===== src/rtl/dmx_rx_pkg.sv =====
package dmx_rx_pkg;

  typedef enum logic [2:0] {
    CH_IDLE,
    CH_START,
    CH_DATA,
    CH_STOP1,
    CH_STOP2,
    CH_HOLD
  } chr_state_t;

  typedef enum logic [2:0] {
    FR_HUNT,
    FR_MAB,
    FR_CODE,
    FR_DATA,
    FR_DROP
  } frm_state_t;

  localparam logic [7:0] NULL_CODE = 8'h00;

endpackage


===== src/rtl/dmx_rx_sync.sv =====
module dmx_rx_sync #(
  parameter int STAGES = 2
) (
  input  logic clk,
  input  logic rst,
  input  logic d_i,
  output logic q_o
);

  logic [STAGES-1:0] chain_q;

  always_ff @(posedge clk) begin
    if (rst) begin
      chain_q <= '1;
    end else begin
      chain_q[0] <= d_i;
      for (int i = 1; i < STAGES; i++) begin
        chain_q[i] <= chain_q[i-1];
      end
    end
  end

  assign q_o = chain_q[STAGES-1];

endmodule


===== src/rtl/dmx_rx_linemon.sv =====
module dmx_rx_linemon #(
  parameter int BRK_CLKS = 8800,
  parameter int MAB_CLKS = 800
) (
  input  logic clk,
  input  logic rst,
  input  logic rx,
  output logic brk_det,
  output logic brk_pend,
  output logic mab_ok,
  output logic mab_short
);

  localparam int LW = $clog2(BRK_CLKS + 1);
  localparam int HW = $clog2(MAB_CLKS + 1);
  localparam logic [LW-1:0] LOW_TOP = LW'(BRK_CLKS);
  localparam logic [LW-1:0] LOW_HIT = LW'(BRK_CLKS - 1);
  localparam logic [HW-1:0] HI_HIT  = HW'(MAB_CLKS - 1);

  logic [LW-1:0] low_cnt;
  logic [HW-1:0] hi_cnt;

  always_ff @(posedge clk) begin
    if (rst) begin
      low_cnt   <= '0;
      hi_cnt    <= '0;
      brk_pend  <= 1'b0;
      brk_det   <= 1'b0;
      mab_ok    <= 1'b0;
      mab_short <= 1'b0;
    end else begin
      brk_det   <= 1'b0;
      mab_ok    <= 1'b0;
      mab_short <= 1'b0;
      if (!rx) begin
        hi_cnt <= '0;
        if (low_cnt != LOW_TOP) begin
          low_cnt <= low_cnt + 1'b1;
        end
        if (low_cnt == LOW_HIT) begin
          brk_det  <= 1'b1;
          brk_pend <= 1'b1;
        end else if (brk_pend && hi_cnt != '0) begin
          mab_short <= 1'b1;
          brk_pend  <= 1'b0;
        end
      end else begin
        low_cnt <= '0;
        if (brk_pend) begin
          if (hi_cnt == HI_HIT) begin
            mab_ok   <= 1'b1;
            brk_pend <= 1'b0;
            hi_cnt   <= '0;
          end else begin
            hi_cnt <= hi_cnt + 1'b1;
          end
        end
      end
    end
  end

endmodule


===== src/rtl/dmx_rx_sampler.sv =====
module dmx_rx_sampler
  import dmx_rx_pkg::*;
#(
  parameter int CLKS_PER_BIT = 400
) (
  input  logic       clk,
  input  logic       rst,
  input  logic       rx,
  input  logic       brk_pend,
  output logic       chr_vld,
  output logic [7:0] chr_data,
  output logic       stop_err
);

  localparam int CW = $clog2(CLKS_PER_BIT);
  localparam logic [CW-1:0] FULL_M1 = CW'(CLKS_PER_BIT - 1);
  localparam logic [CW-1:0] HALF_M1 = CW'(CLKS_PER_BIT / 2 - 1);

  chr_state_t  st;
  logic [CW-1:0] tick_cnt;
  logic [2:0]  bit_n;
  logic [7:0]  shift_q;

  always_ff @(posedge clk) begin
    if (rst) begin
      st       <= CH_IDLE;
      tick_cnt <= '0;
      bit_n    <= '0;
      shift_q  <= '0;
      chr_vld  <= 1'b0;
      chr_data <= '0;
      stop_err <= 1'b0;
    end else begin
      chr_vld  <= 1'b0;
      stop_err <= 1'b0;
      case (st)
        CH_IDLE: begin
          if (!rx) begin
            st       <= CH_START;
            tick_cnt <= HALF_M1;
          end
        end
        CH_HOLD: begin
          if (rx) begin
            st <= CH_IDLE;
            if (!brk_pend) begin
              stop_err <= 1'b1;
            end
          end
        end
        default: begin
          if (tick_cnt != '0) begin
            tick_cnt <= tick_cnt - 1'b1;
          end else begin
            tick_cnt <= FULL_M1;
            case (st)
              CH_START: begin
                if (rx) begin
                  st <= CH_IDLE;
                end else begin
                  st    <= CH_DATA;
                  bit_n <= '0;
                end
              end
              CH_DATA: begin
                shift_q <= {rx, shift_q[7:1]};
                if (bit_n == 3'd7) begin
                  st <= CH_STOP1;
                end else begin
                  bit_n <= bit_n + 1'b1;
                end
              end
              CH_STOP1: begin
                st <= rx ? CH_STOP2 : CH_HOLD;
              end
              CH_STOP2: begin
                if (rx) begin
                  chr_vld  <= 1'b1;
                  chr_data <= shift_q;
                  st       <= CH_IDLE;
                end else begin
                  st <= CH_HOLD;
                end
              end
              default: st <= CH_IDLE;
            endcase
          end
        end
      endcase
    end
  end

endmodule


===== src/rtl/dmx_rx_framer.sv =====
module dmx_rx_framer
  import dmx_rx_pkg::*;
#(
  parameter int MAX_SLOTS = 512,
  parameter int SLOT_W    = $clog2(MAX_SLOTS + 1)
) (
  input  logic              clk,
  input  logic              rst,
  input  logic              chr_vld,
  input  logic [7:0]        chr_data,
  input  logic              stop_err,
  input  logic              brk_det,
  input  logic              mab_ok,
  input  logic              mab_short,
  output logic              slot_vld_o,
  output logic [SLOT_W-1:0] slot_idx_o,
  output logic [7:0]        slot_data_o,
  output logic              sc_vld_o,
  output logic [7:0]        sc_o,
  output logic              frm_start_o,
  output logic              frm_end_o,
  output logic              frm_bad_o,
  output logic              err_stop_o,
  output logic              err_code_o,
  output logic              err_ovf_o,
  output logic              err_mab_o
);

  localparam logic [SLOT_W-1:0] LAST_SLOT = SLOT_W'(MAX_SLOTS);

  frm_state_t        st;
  logic [SLOT_W-1:0] slot_cnt;
  logic              bad_q;
  logic              open_st;

  assign open_st = (st == FR_CODE) || (st == FR_DATA) || (st == FR_DROP);

  always_ff @(posedge clk) begin
    if (rst) begin
      st          <= FR_HUNT;
      slot_cnt    <= '0;
      bad_q       <= 1'b0;
      slot_vld_o  <= 1'b0;
      slot_idx_o  <= '0;
      slot_data_o <= '0;
      sc_vld_o    <= 1'b0;
      sc_o        <= NULL_CODE;
      frm_start_o <= 1'b0;
      frm_end_o   <= 1'b0;
      frm_bad_o   <= 1'b0;
      err_stop_o  <= 1'b0;
      err_code_o  <= 1'b0;
      err_ovf_o   <= 1'b0;
      err_mab_o   <= 1'b0;
    end else begin
      slot_vld_o  <= 1'b0;
      sc_vld_o    <= 1'b0;
      frm_start_o <= 1'b0;
      frm_end_o   <= 1'b0;
      err_stop_o  <= 1'b0;
      err_code_o  <= 1'b0;
      err_ovf_o   <= 1'b0;
      err_mab_o   <= 1'b0;
      if (brk_det) begin
        if (open_st) begin
          frm_end_o <= 1'b1;
          frm_bad_o <= bad_q;
        end
        st <= FR_MAB;
      end else if (mab_ok && st == FR_MAB) begin
        st          <= FR_CODE;
        frm_start_o <= 1'b1;
        bad_q       <= 1'b0;
        slot_cnt    <= '0;
      end else if (mab_short && st == FR_MAB) begin
        st        <= FR_HUNT;
        err_mab_o <= 1'b1;
      end else if (stop_err && (st == FR_CODE || st == FR_DATA)) begin
        err_stop_o <= 1'b1;
        bad_q      <= 1'b1;
        st         <= FR_DROP;
      end else if (chr_vld) begin
        case (st)
          FR_CODE: begin
            sc_o     <= chr_data;
            sc_vld_o <= 1'b1;
            if (chr_data == NULL_CODE) begin
              st <= FR_DATA;
            end else begin
              err_code_o <= 1'b1;
              bad_q      <= 1'b1;
              st         <= FR_DROP;
            end
          end
          FR_DATA: begin
            if (slot_cnt == LAST_SLOT) begin
              err_ovf_o <= 1'b1;
            end else begin
              slot_cnt    <= slot_cnt + 1'b1;
              slot_vld_o  <= 1'b1;
              slot_idx_o  <= slot_cnt + 1'b1;
              slot_data_o <= chr_data;
            end
          end
          default: ;
        endcase
      end
    end
  end

endmodule


===== src/rtl/dmx_frame_rx.sv =====
module dmx_frame_rx #(
  parameter int CLKS_PER_BIT = 400,
  parameter int BRK_MIN_BITS = 22,
  parameter int MAB_MIN_BITS = 2,
  parameter int MAX_SLOTS    = 512,
  parameter int SYNC_STAGES  = 2,
  localparam int SLOT_W      = $clog2(MAX_SLOTS + 1)
) (
  input  logic              clk,
  input  logic              rst,
  input  logic              rx_i,
  output logic              slot_vld_o,
  output logic [SLOT_W-1:0] slot_idx_o,
  output logic [7:0]        slot_data_o,
  output logic              sc_vld_o,
  output logic [7:0]        sc_o,
  output logic              frm_start_o,
  output logic              frm_end_o,
  output logic              frm_bad_o,
  output logic              err_stop_o,
  output logic              err_code_o,
  output logic              err_ovf_o,
  output logic              err_mab_o
);

  localparam int BRK_CLKS = BRK_MIN_BITS * CLKS_PER_BIT;
  localparam int MAB_CLKS = MAB_MIN_BITS * CLKS_PER_BIT;

  logic       rx_s;
  logic       brk_det, brk_pend, mab_ok, mab_short;
  logic       chr_vld, stop_err;
  logic [7:0] chr_data;

  dmx_rx_sync #(.STAGES(SYNC_STAGES)) u_sync (
    .clk (clk),
    .rst (rst),
    .d_i (rx_i),
    .q_o (rx_s)
  );

  dmx_rx_linemon #(.BRK_CLKS(BRK_CLKS), .MAB_CLKS(MAB_CLKS)) u_linemon (
    .clk       (clk),
    .rst       (rst),
    .rx        (rx_s),
    .brk_det   (brk_det),
    .brk_pend  (brk_pend),
    .mab_ok    (mab_ok),
    .mab_short (mab_short)
  );

  dmx_rx_sampler #(.CLKS_PER_BIT(CLKS_PER_BIT)) u_sampler (
    .clk      (clk),
    .rst      (rst),
    .rx       (rx_s),
    .brk_pend (brk_pend),
    .chr_vld  (chr_vld),
    .chr_data (chr_data),
    .stop_err (stop_err)
  );

  dmx_rx_framer #(.MAX_SLOTS(MAX_SLOTS), .SLOT_W(SLOT_W)) u_framer (
    .clk         (clk),
    .rst         (rst),
    .chr_vld     (chr_vld),
    .chr_data    (chr_data),
    .stop_err    (stop_err),
    .brk_det     (brk_det),
    .mab_ok      (mab_ok),
    .mab_short   (mab_short),
    .slot_vld_o  (slot_vld_o),
    .slot_idx_o  (slot_idx_o),
    .slot_data_o (slot_data_o),
    .sc_vld_o    (sc_vld_o),
    .sc_o        (sc_o),
    .frm_start_o (frm_start_o),
    .frm_end_o   (frm_end_o),
    .frm_bad_o   (frm_bad_o),
    .err_stop_o  (err_stop_o),
    .err_code_o  (err_code_o),
    .err_ovf_o   (err_ovf_o),
    .err_mab_o   (err_mab_o)
  );

endmodule


===== config.mk =====
export PLATFORM = sky130hd
export DESIGN_NAME = dmx_frame_rx
export DESIGN_NICKNAME = d
export VERILOG_FILES = /design/src/rtl/dmx_rx_pkg.sv /design/src/rtl/dmx_rx_sync.sv /design/src/rtl/dmx_rx_linemon.sv /design/src/rtl/dmx_rx_sampler.sv /design/src/rtl/dmx_rx_framer.sv /design/src/rtl/dmx_frame_rx.sv
export SDC_FILE = /design/constraint.sdc
export NUM_CORES = 1
export LEC_CHECK = 0
export ABC_CLOCK_PERIOD_IN_PS = 3000
export BUFFER_PORTS_ARGS = -buffer_cell sky130_fd_sc_hd__buf_2
export CORE_MARGIN = 5
export CORE_UTILIZATION = 50
export DETAILED_ROUTE_END_ITERATION = 16
export PLACE_DENSITY = 0.68
export SYNTH_ARGS = -nofsm -noshare
export SYNTH_HDL_FRONTEND = slang
export SYNTH_HIERARCHICAL = 1
export SYNTH_SLANG_ARGS = --single-unit

===== constraint.sdc =====
create_clock -name clk -period 3 [get_ports clk]
set_clock_uncertainty 0.1 [all_clocks]
set_input_delay 0.45 -clock clk [delete_from_list [all_inputs] [get_ports clk]]
set_output_delay 0.45 -clock clk [all_outputs]
set_load 0.01 [all_outputs]

==> results.txt, run 1 <==
Dividing total power by cell area gives a power density of 478 nW/µm². At the end of the flow, the number of nets in the layout was 598. In the post-synthesis netlist, the biggest area contributors are sky130_fd_sc_hd__dfxtp_1 (44%), sky130_fd_sc_hd__a21oi_1 (4.6%), sky130_fd_sc_hd__mux2i_1 (4.1%), sky130_fd_sc_hd__nor2_1 (3.9%), sky130_fd_sc_hd__o21ai_0 (3.3%). In the routed layout, each cell is associated on average with a via count of 5.66. The run gives 0.838 as the routability congestion estimate from global placement.

In the post-route analysis, the smallest setup slack over all paths is 582 ps. The commonest cells after synthesis are sky130_fd_sc_hd__dfxtp_1 (112), sky130_fd_sc_hd__nor2_1 (54), sky130_fd_sc_hd__a21oi_1 (47). After floorplanning, the core was sized to cover 10200 µm².

The count of nets left with antenna violations once routing finished came out at 0. Number of core rows: 37. The cell sitting at the root of the clock tree is a sky130_fd_sc_hd__clkbuf_8.

The run gives 0 as the overall overflow remaining after global route. In this run the deepest clock path goes through 2 buffers. The setup path with the least slack is of type reg -> reg. The most used flip-flop cell after synthesis is sky130_fd_sc_hd__dfxtp_1. After synthesis, the share of flip-flops with an asynchronous set or reset is 0%. For the final routed database, the setup TNS stands at 0 ps.

The floorplan die area is 12400 µm². Slew at the pin with the worst max-slew slack: 1020 ps. Before CTS, the worst setup slack after placement is 606 ps. The first global-routing pass estimated 18000 µm of wire. For the largest net degree at the start of global routing, the log shows 42. Setup repair after global routing left no endpoint under its margin. The sequential cells in the finished layout cover a total of 2240 µm². The total setup buffers inserted after CTS was 0; the average wire length per cell after detail routing was 14.6 µm. The wire-length estimate of the detail-placed layout is 7290 µm.

In this design, the stage delay of the slowest critical-path cell is 640 ps. The static leakage power was 0.00204 µW; the number of synthesis warnings was 6. After layout, the minimum clock period comes to 2420 ps. Max-cap violations in this run came to 0. The total power consumption of the routed design is 2660 µW. The number of clock buffers added by TritonCTS is 9. The run gives 3887 as the number of global-route vias before repair. The most common cell in the synthesized netlist is sky130_fd_sc_hd__dfxtp_1.

Of the cells placed in the final design, the portion with a size suffix greater than 1 is 14.9%. The count of endpoints failing hold in the final timing report was 0. On the final layout, the worst hold slack is 157 ps.

For this design, the slowest cell found on the critical path is sky130_fd_sc_hd__nor4_4. The total wirelength of the detailed-routed design is 10600 µm, and the count of final setup violators is 0. Clock latency on the worst-skew pair, taken at its later pin, is 370 ps. After clock tree synthesis, the clock-pin slew on the worst setup and hold paths is 100 ps. The x dimension of the die was 111 µm. In the routed design, unresolved DRC markers number 0. TritonCTS built the clock tree. Synthesis inferred 112 register bits.

For the count of H-tree levels built during CTS, the log shows 3. The post-synthesis average cell area was 9.10 µm². During I/O placement, the number of pins put on the boundary was 38. The tools report the kind of capture point of the worst setup path as a flip-flop. The number of filler instances in the final layout is 981. For this configuration, the core starts out at a cell density of 50.6%. Counting every instance in the synthesized netlist gives 566. For the CTS sink count, the log shows 112.

The first routing iteration left 319 violations. VDD sags by at most 0.000242 V. The run finished with clean final reports.

At the end of the flow the core is filled with cells to 54.6%. Hold repair after CTS inserted 0 buffers. The area growth from synthesis to layout is 8.02%. STA puts the critical path data required time at 3150 ps. The number of antenna violations at the first check in global routing was 0.

The worst-path maximum fanout was 9. The routed layout has 4118 vias. The cell type with the largest total area after synthesis is sky130_fd_sc_hd__dfxtp_1. The timing-limited maximum frequency was 414 MHz. The number of nets handed over by synthesis was 578.

The share of synthesized area in the top cell type comes to 43.5%. Dividing the final minimum period by the clock period gives 80.6%. At the worst endpoint, the arrival time is 2570 ps. The worst setup path is launched from a flip-flop. The critical path goes through inv_1 -> ha_1 -> or3b_2 -> nor4_4 -> mux2i_1 -> nor2_1. Synthesis instantiated 75 different standard cells from the library.

Global routing used 17.0% of the available tracks across all layers. Gates resized during post-CTS repair numbered 0. In this run the tool buffered the top-level ports with 37 buffer cells. The summed instance area of the synthesized netlist is 5150 µm². Summing all multi-input logic gate instances after layout gives 2640 µm². The first-pass iteration count of the detailed router is 4, and the portion of the post-synthesis area used by sequential elements is 43.5%. The synthesized design contains 0 enable-type register cells. From bottom edge to top edge, the die measures 111 µm.

The final antenna diode count was 0. The worst hold path belongs to the class in -> reg. For the max-slew violation count, the log shows 0.

Max-slew headroom at the worst pin: 31.9%.
[stage by stage]
step / instance area, µm² / cells
detailed placement: 5340 / 711
finish: 5560 / 727
global route: 5560 / 727
floorplan: 5150 / 566
CTS: 5560 / 727
global placement: 5340 / 711
[worst max-delay path, delay by kind of cell, from the launching register on]
family,cells,cell delay [ps]
AND/OR/NAND/NOR,3,1280
flip-flops,1,340
multiplexers,1,300
adder cells (fa/ha/maj),1,180
buffers and inverters,1,100
[cells in the final DEF, fill, tap and decap left out, types with 4 or more instances in the layout]
cell / n
sky130_fd_sc_hd__ha_1: 9
sky130_fd_sc_hd__buf_2: 37
sky130_fd_sc_hd__clkbuf_8: 9
sky130_fd_sc_hd__o32ai_1: 4
sky130_fd_sc_hd__nor4_1: 10
sky130_fd_sc_hd__xnor2_1: 11
sky130_fd_sc_hd__dfxtp_1: 112
sky130_fd_sc_hd__nor2_1: 54
sky130_fd_sc_hd__nand2b_1: 4
sky130_fd_sc_hd__nand3_1: 23
sky130_fd_sc_hd__mux2i_1: 21
sky130_fd_sc_hd__or2_1: 4
sky130_fd_sc_hd__nand2_1: 43
sky130_fd_sc_hd__a211oi_1: 5
sky130_fd_sc_hd__o21ai_0: 34
sky130_fd_sc_hd__nand4_1: 12
sky130_fd_sc_hd__buf_4: 5
sky130_fd_sc_hd__o211ai_1: 8
sky130_fd_sc_hd__a21oi_1: 47
sky130_fd_sc_hd__and3_1: 9
sky130_fd_sc_hd__nor3_1: 14
sky130_fd_sc_hd__xor2_1: 13
sky130_fd_sc_hd__or3_1: 4
sky130_fd_sc_hd__inv_1: 18
[flip-flops by register name, summed over array words and instances, names as in the netlist, 2 cells and up]
name,count
u_sampler/bit_n,3
u_sampler/shift_q,8
u_framer/st,3
u_sampler/tick_cnt,9
u_linemon/hi_cnt,10
u_sampler/st,3
u_framer/slot_idx_o,10
u_framer/sc_o,8
u_sampler/chr_data,8
u_linemon/low_cnt,14
u_sync/chain_q,2
u_framer/slot_cnt,10
u_framer/slot_data_o,8
[area by class of cell]
type                    instances  share of cell area (%)
multi-input cells             403                    47.5
flip-flops and latches        112                    40.3
repair buffers                 42                    4.00
well taps                     136                    3.06
clock buffers                   9                    2.23
clock inverters                 7                    1.71
inverters                      18                    1.21
[cells by family after synthesis]
logic type | share of synthesized area (%)
compound gates | 15.3
fa+ha+maj | 2.19
flops | 43.5
buf+inv | 5.18
xor+xnor | 4.08
simple gates | 25.7
mux | 4.08
[routing by layer]
metal | share of wire [%] | wire length (µm) | vias up | global-route usage [%]
met5 | 0 | 0 | - | 0
met4 | 1.8 | 187 | 0 | 7.38
met3 | 3.6 | 387 | 13 | 2.77
met2 | 48 | 5090 | 80 | 28.7
met1 | 47 | 4970 | 1949 | 21.5
li1 | - | - | 2076 | -
[final timing paths]
| kind | from | to | slack (ps) | cells past startpoint |
|---|---|---|---|---|
| max reg2reg | u_sampler/tick_cnt[0] | u_sampler/chr_data[5] | 580 | 6 |
| min | rx_i | u_sync/chain_q[0] | 160 | 2 |
| min reg2reg | u_sync/chain_q[0] | u_sync/chain_q[1] | 310 | 1 |
| max | u_sampler/tick_cnt[0] | u_sampler/chr_data[5] | 580 | 6 |
[report_power, final]
part	internal, µW	switching [µW]	leakage (µW)
clock	472	506	0.000110
combinational	59.7	107	0.00103
sequential	1500	16.7	0.000903
total	2030	629	0.00204
(Power assumes the default switching activity.)
==> inputs of run 2 (changes only) <==
ABC_CLOCK_PERIOD_IN_PS = 2500   (was 3000)
clock period = 2.5 ns   (was 3 ns; I/O delays follow)
==> run 2 against run 1 <==
  * Flip-flop and latch count is the same
  * Fmax grew 7.4%
  * Non-clock buffer count grew 6
  * Largest cell class unchanged
  * Global-route usage grew 0.25 points
  * Critical endpoint is now u_sampler/tick_cnt[7]
  * Highest routed layer unchanged
  * Setup slack lost 330 ps
==> results.txt, run 2 (synthesized netlist as in run 1, its figures left out) <==
In the layout the commonest cells are sky130_fd_sc_hd__dfxtp_1 (112), sky130_fd_sc_hd__nor2_1 (54), sky130_fd_sc_hd__a21oi_1 (47). The tools report the arrival time of the worst setup path as 2430 ps. The sequential cell fraction of total power is 59.9%. Summing all flip-flop and latch instances after layout gives 2240 µm². Across the run, the number of max-cap violations was 0.

The post-route minimum period was 2250 ps. The tools report the total wirelength of the detailed-routed design as 10700 µm. Dividing total power by cell area gives a power density of 544 nW/µm².

0 antenna diodes ended up in the layout. For the pin with the worst max-slew slack, the measured transition is 570 ps. The run gives 0.833 as the routability congestion estimate from global placement. In this run the core area contains 37 standard-cell rows. The count of instances resized after the clock tree is built was 0; the worst-path maximum fanout was 8.

The die covers 12400 µm². The leading cell type in the layout, fill and taps excluded is sky130_fd_sc_hd__dfxtp_1. Walking the worst path, the cells encountered are inv_1 -> ha_1 -> or3b_2 -> buf_4 -> nor3_1 -> buf_4 -> nor4_1 -> nor4_1. The CTS sink count is 112, and the count of buffers inserted at the top-level ports is 37. Clock tree synthesis inserted a total of 9 buffers. The logs give 33.4% for the proportion of power drawn by the clock network and 2680 ps for the required time at the worst-slack endpoint. The detailed-route via count is 4172, and the I/O pin count is 38. The largest register by flop count was u_linemon/low_cnt. The number of flip-flops under the largest register name is 14.

TritonCTS built the clock tree. X dimension of the die: 111 µm. Post-CTS timing repair inserted 0 buffers for setup. The fraction of layout cells with a size suffix above 1 was 15.7%. In this run the worst hold path is classified as in -> reg.

The total power consumption of the routed design is 3040 µW. The worst-skew pair later-pin latency was 370 ps; the max-slew headroom at the worst pin was 61.8%. The pre-antenna-repair detailed-routing pass consisted of 4 iterations. For this run, design rule violations remaining after detail routing come to 0. The worst setup path is launched from a flip-flop. After the first detailed-routing iteration, the DRC count stood at 277. The die is 111 µm tall. The max-slew violation count was 0; the largest net degree at the start of global routing was 29. The count of buffering cells on the critical path with inverters included came out at 3. Setup repair after global routing left no endpoint under its margin. VDD sags by at most 0.000278 V. The clock transition at the registers of the reported paths was 100 ps.

The tools report the remaining antenna violation count after routing as 0. After clock tree synthesis, the flow added hold-fix buffers numbering 0. The timing-limited maximum frequency was 444 MHz; the count of endpoints failing hold in the final timing report was 0. The net count of the finished layout was 604; the average wire length per cell after detail routing was 14.6 µm. Global routing consumed, over all layers together, 17.3% of the routing resources. The number of global-route vias before repair is 3869.

The overall overflow remaining after global route is 0, and the global-route wire length before repair is 18300 µm. The clock passes through at most 2 buffers. Adding up every negative setup slack in the final design gives 0 ps. Combinational cells account for 6.7% of the total power.

In this design, the stage delay of the slowest critical-path cell is 460 ps. Kind of capture point of the worst setup path: a flip-flop. After layout, the worst path uses 90.1% of the clock period. Summing all multi-input logic gate instances after layout gives 2640 µm². The count of H-tree levels built during CTS was 3; the net switching fraction of the power was 25.0%. The flow ran to the end, and the final reports show no timing, DRC or antenna violations. Once placement completed, the tool counted placed cells totaling 717. On the critical path, the stage with the largest delay is an instance of sky130_fd_sc_hd__or3b_2. The tools report the CTS root buffer as sky130_fd_sc_hd__clkbuf_8.

The area growth from synthesis to layout is 8.51%. Category of the critical setup timing path: reg -> reg. The floorplan step defined a core boundary enclosing 10200 µm². The number of antenna violations at the first check in global routing was 0; the number of filler instances in the final layout was 937. For this design the total switching power over the nets is 760 µW. The tools report the static leakage power as 0.00206 µW. Once layout is complete, the cells apart from fillers number 733. Dividing the detail-routed via count by the number of cells gives 5.69. For the starting utilization of the core area, the log shows 50.6%. Internal power comes to 2280 µW. The HPWL after detailed placement is 7380 µm. In this design, the largest share of critical-path delay is due to simple AND/OR/NAND/NOR gates. Setup violations remaining at the end of the flow were counted as 0.
run 2: final timing paths:
kind	start	endpoint	slack, ps	cells after the start
hold / removal	rx_i	u_sync/chain_q[0]	70	2
setup reg to reg	u_sampler/tick_cnt[0]	u_sampler/tick_cnt[7]	250	8
hold reg to reg	u_sync/chain_q[0]	u_sync/chain_q[1]	310	1
setup / recovery	u_sampler/tick_cnt[0]	u_sampler/tick_cnt[7]	250	8
run 2: through the flow:
stage | worst slack [ps] | hold slack, ps | util (%) | instance area [µm²]
floorplan | 78.2 | 283 | - | 5150
global placement | 331 | 290 | 53.0 | 5400
detailed placement | 283 | 289 | 53.0 | 5400
CTS | 265 | 57.0 | 54.9 | 5590
global route | 142 | 73.3 | 54.9 | 5590
finish | 248 | 74.1 | 54.9 | 5590
run 2: power by group through the flow:
stage	Clock, µW	Combinational, µW	Sequential [µW]
detailed placement	0	200	1860
global placement	0	196	1860
CTS	1060	201	1820
floorplan	0	175	1850
finish	1010	203	1820
global route	1120	224	1830
run 2: layout make-up:
class	count	share of cell area, %
Clock buffer	10	2.46
Clock inverter	6	0.873
Inverter	18	1.21
Multi-Input combinational cell	403	47.3
Sequential cell	112	40.1
Tap cell	136	3.05
Timing Repair Buffer	48	5.02
run 2: metal layers:
layer / part of all wire [%] / GRT usage [%] / vias to the layer above
met5: 0 / 0 / -
met2: 47 / 28.8 / 90
met4: 1.6 / 6.57 / 0
met1: 48 / 22.4 / 1986
met3: 3.7 / 2.88 / 10
li1: - / - / 2086
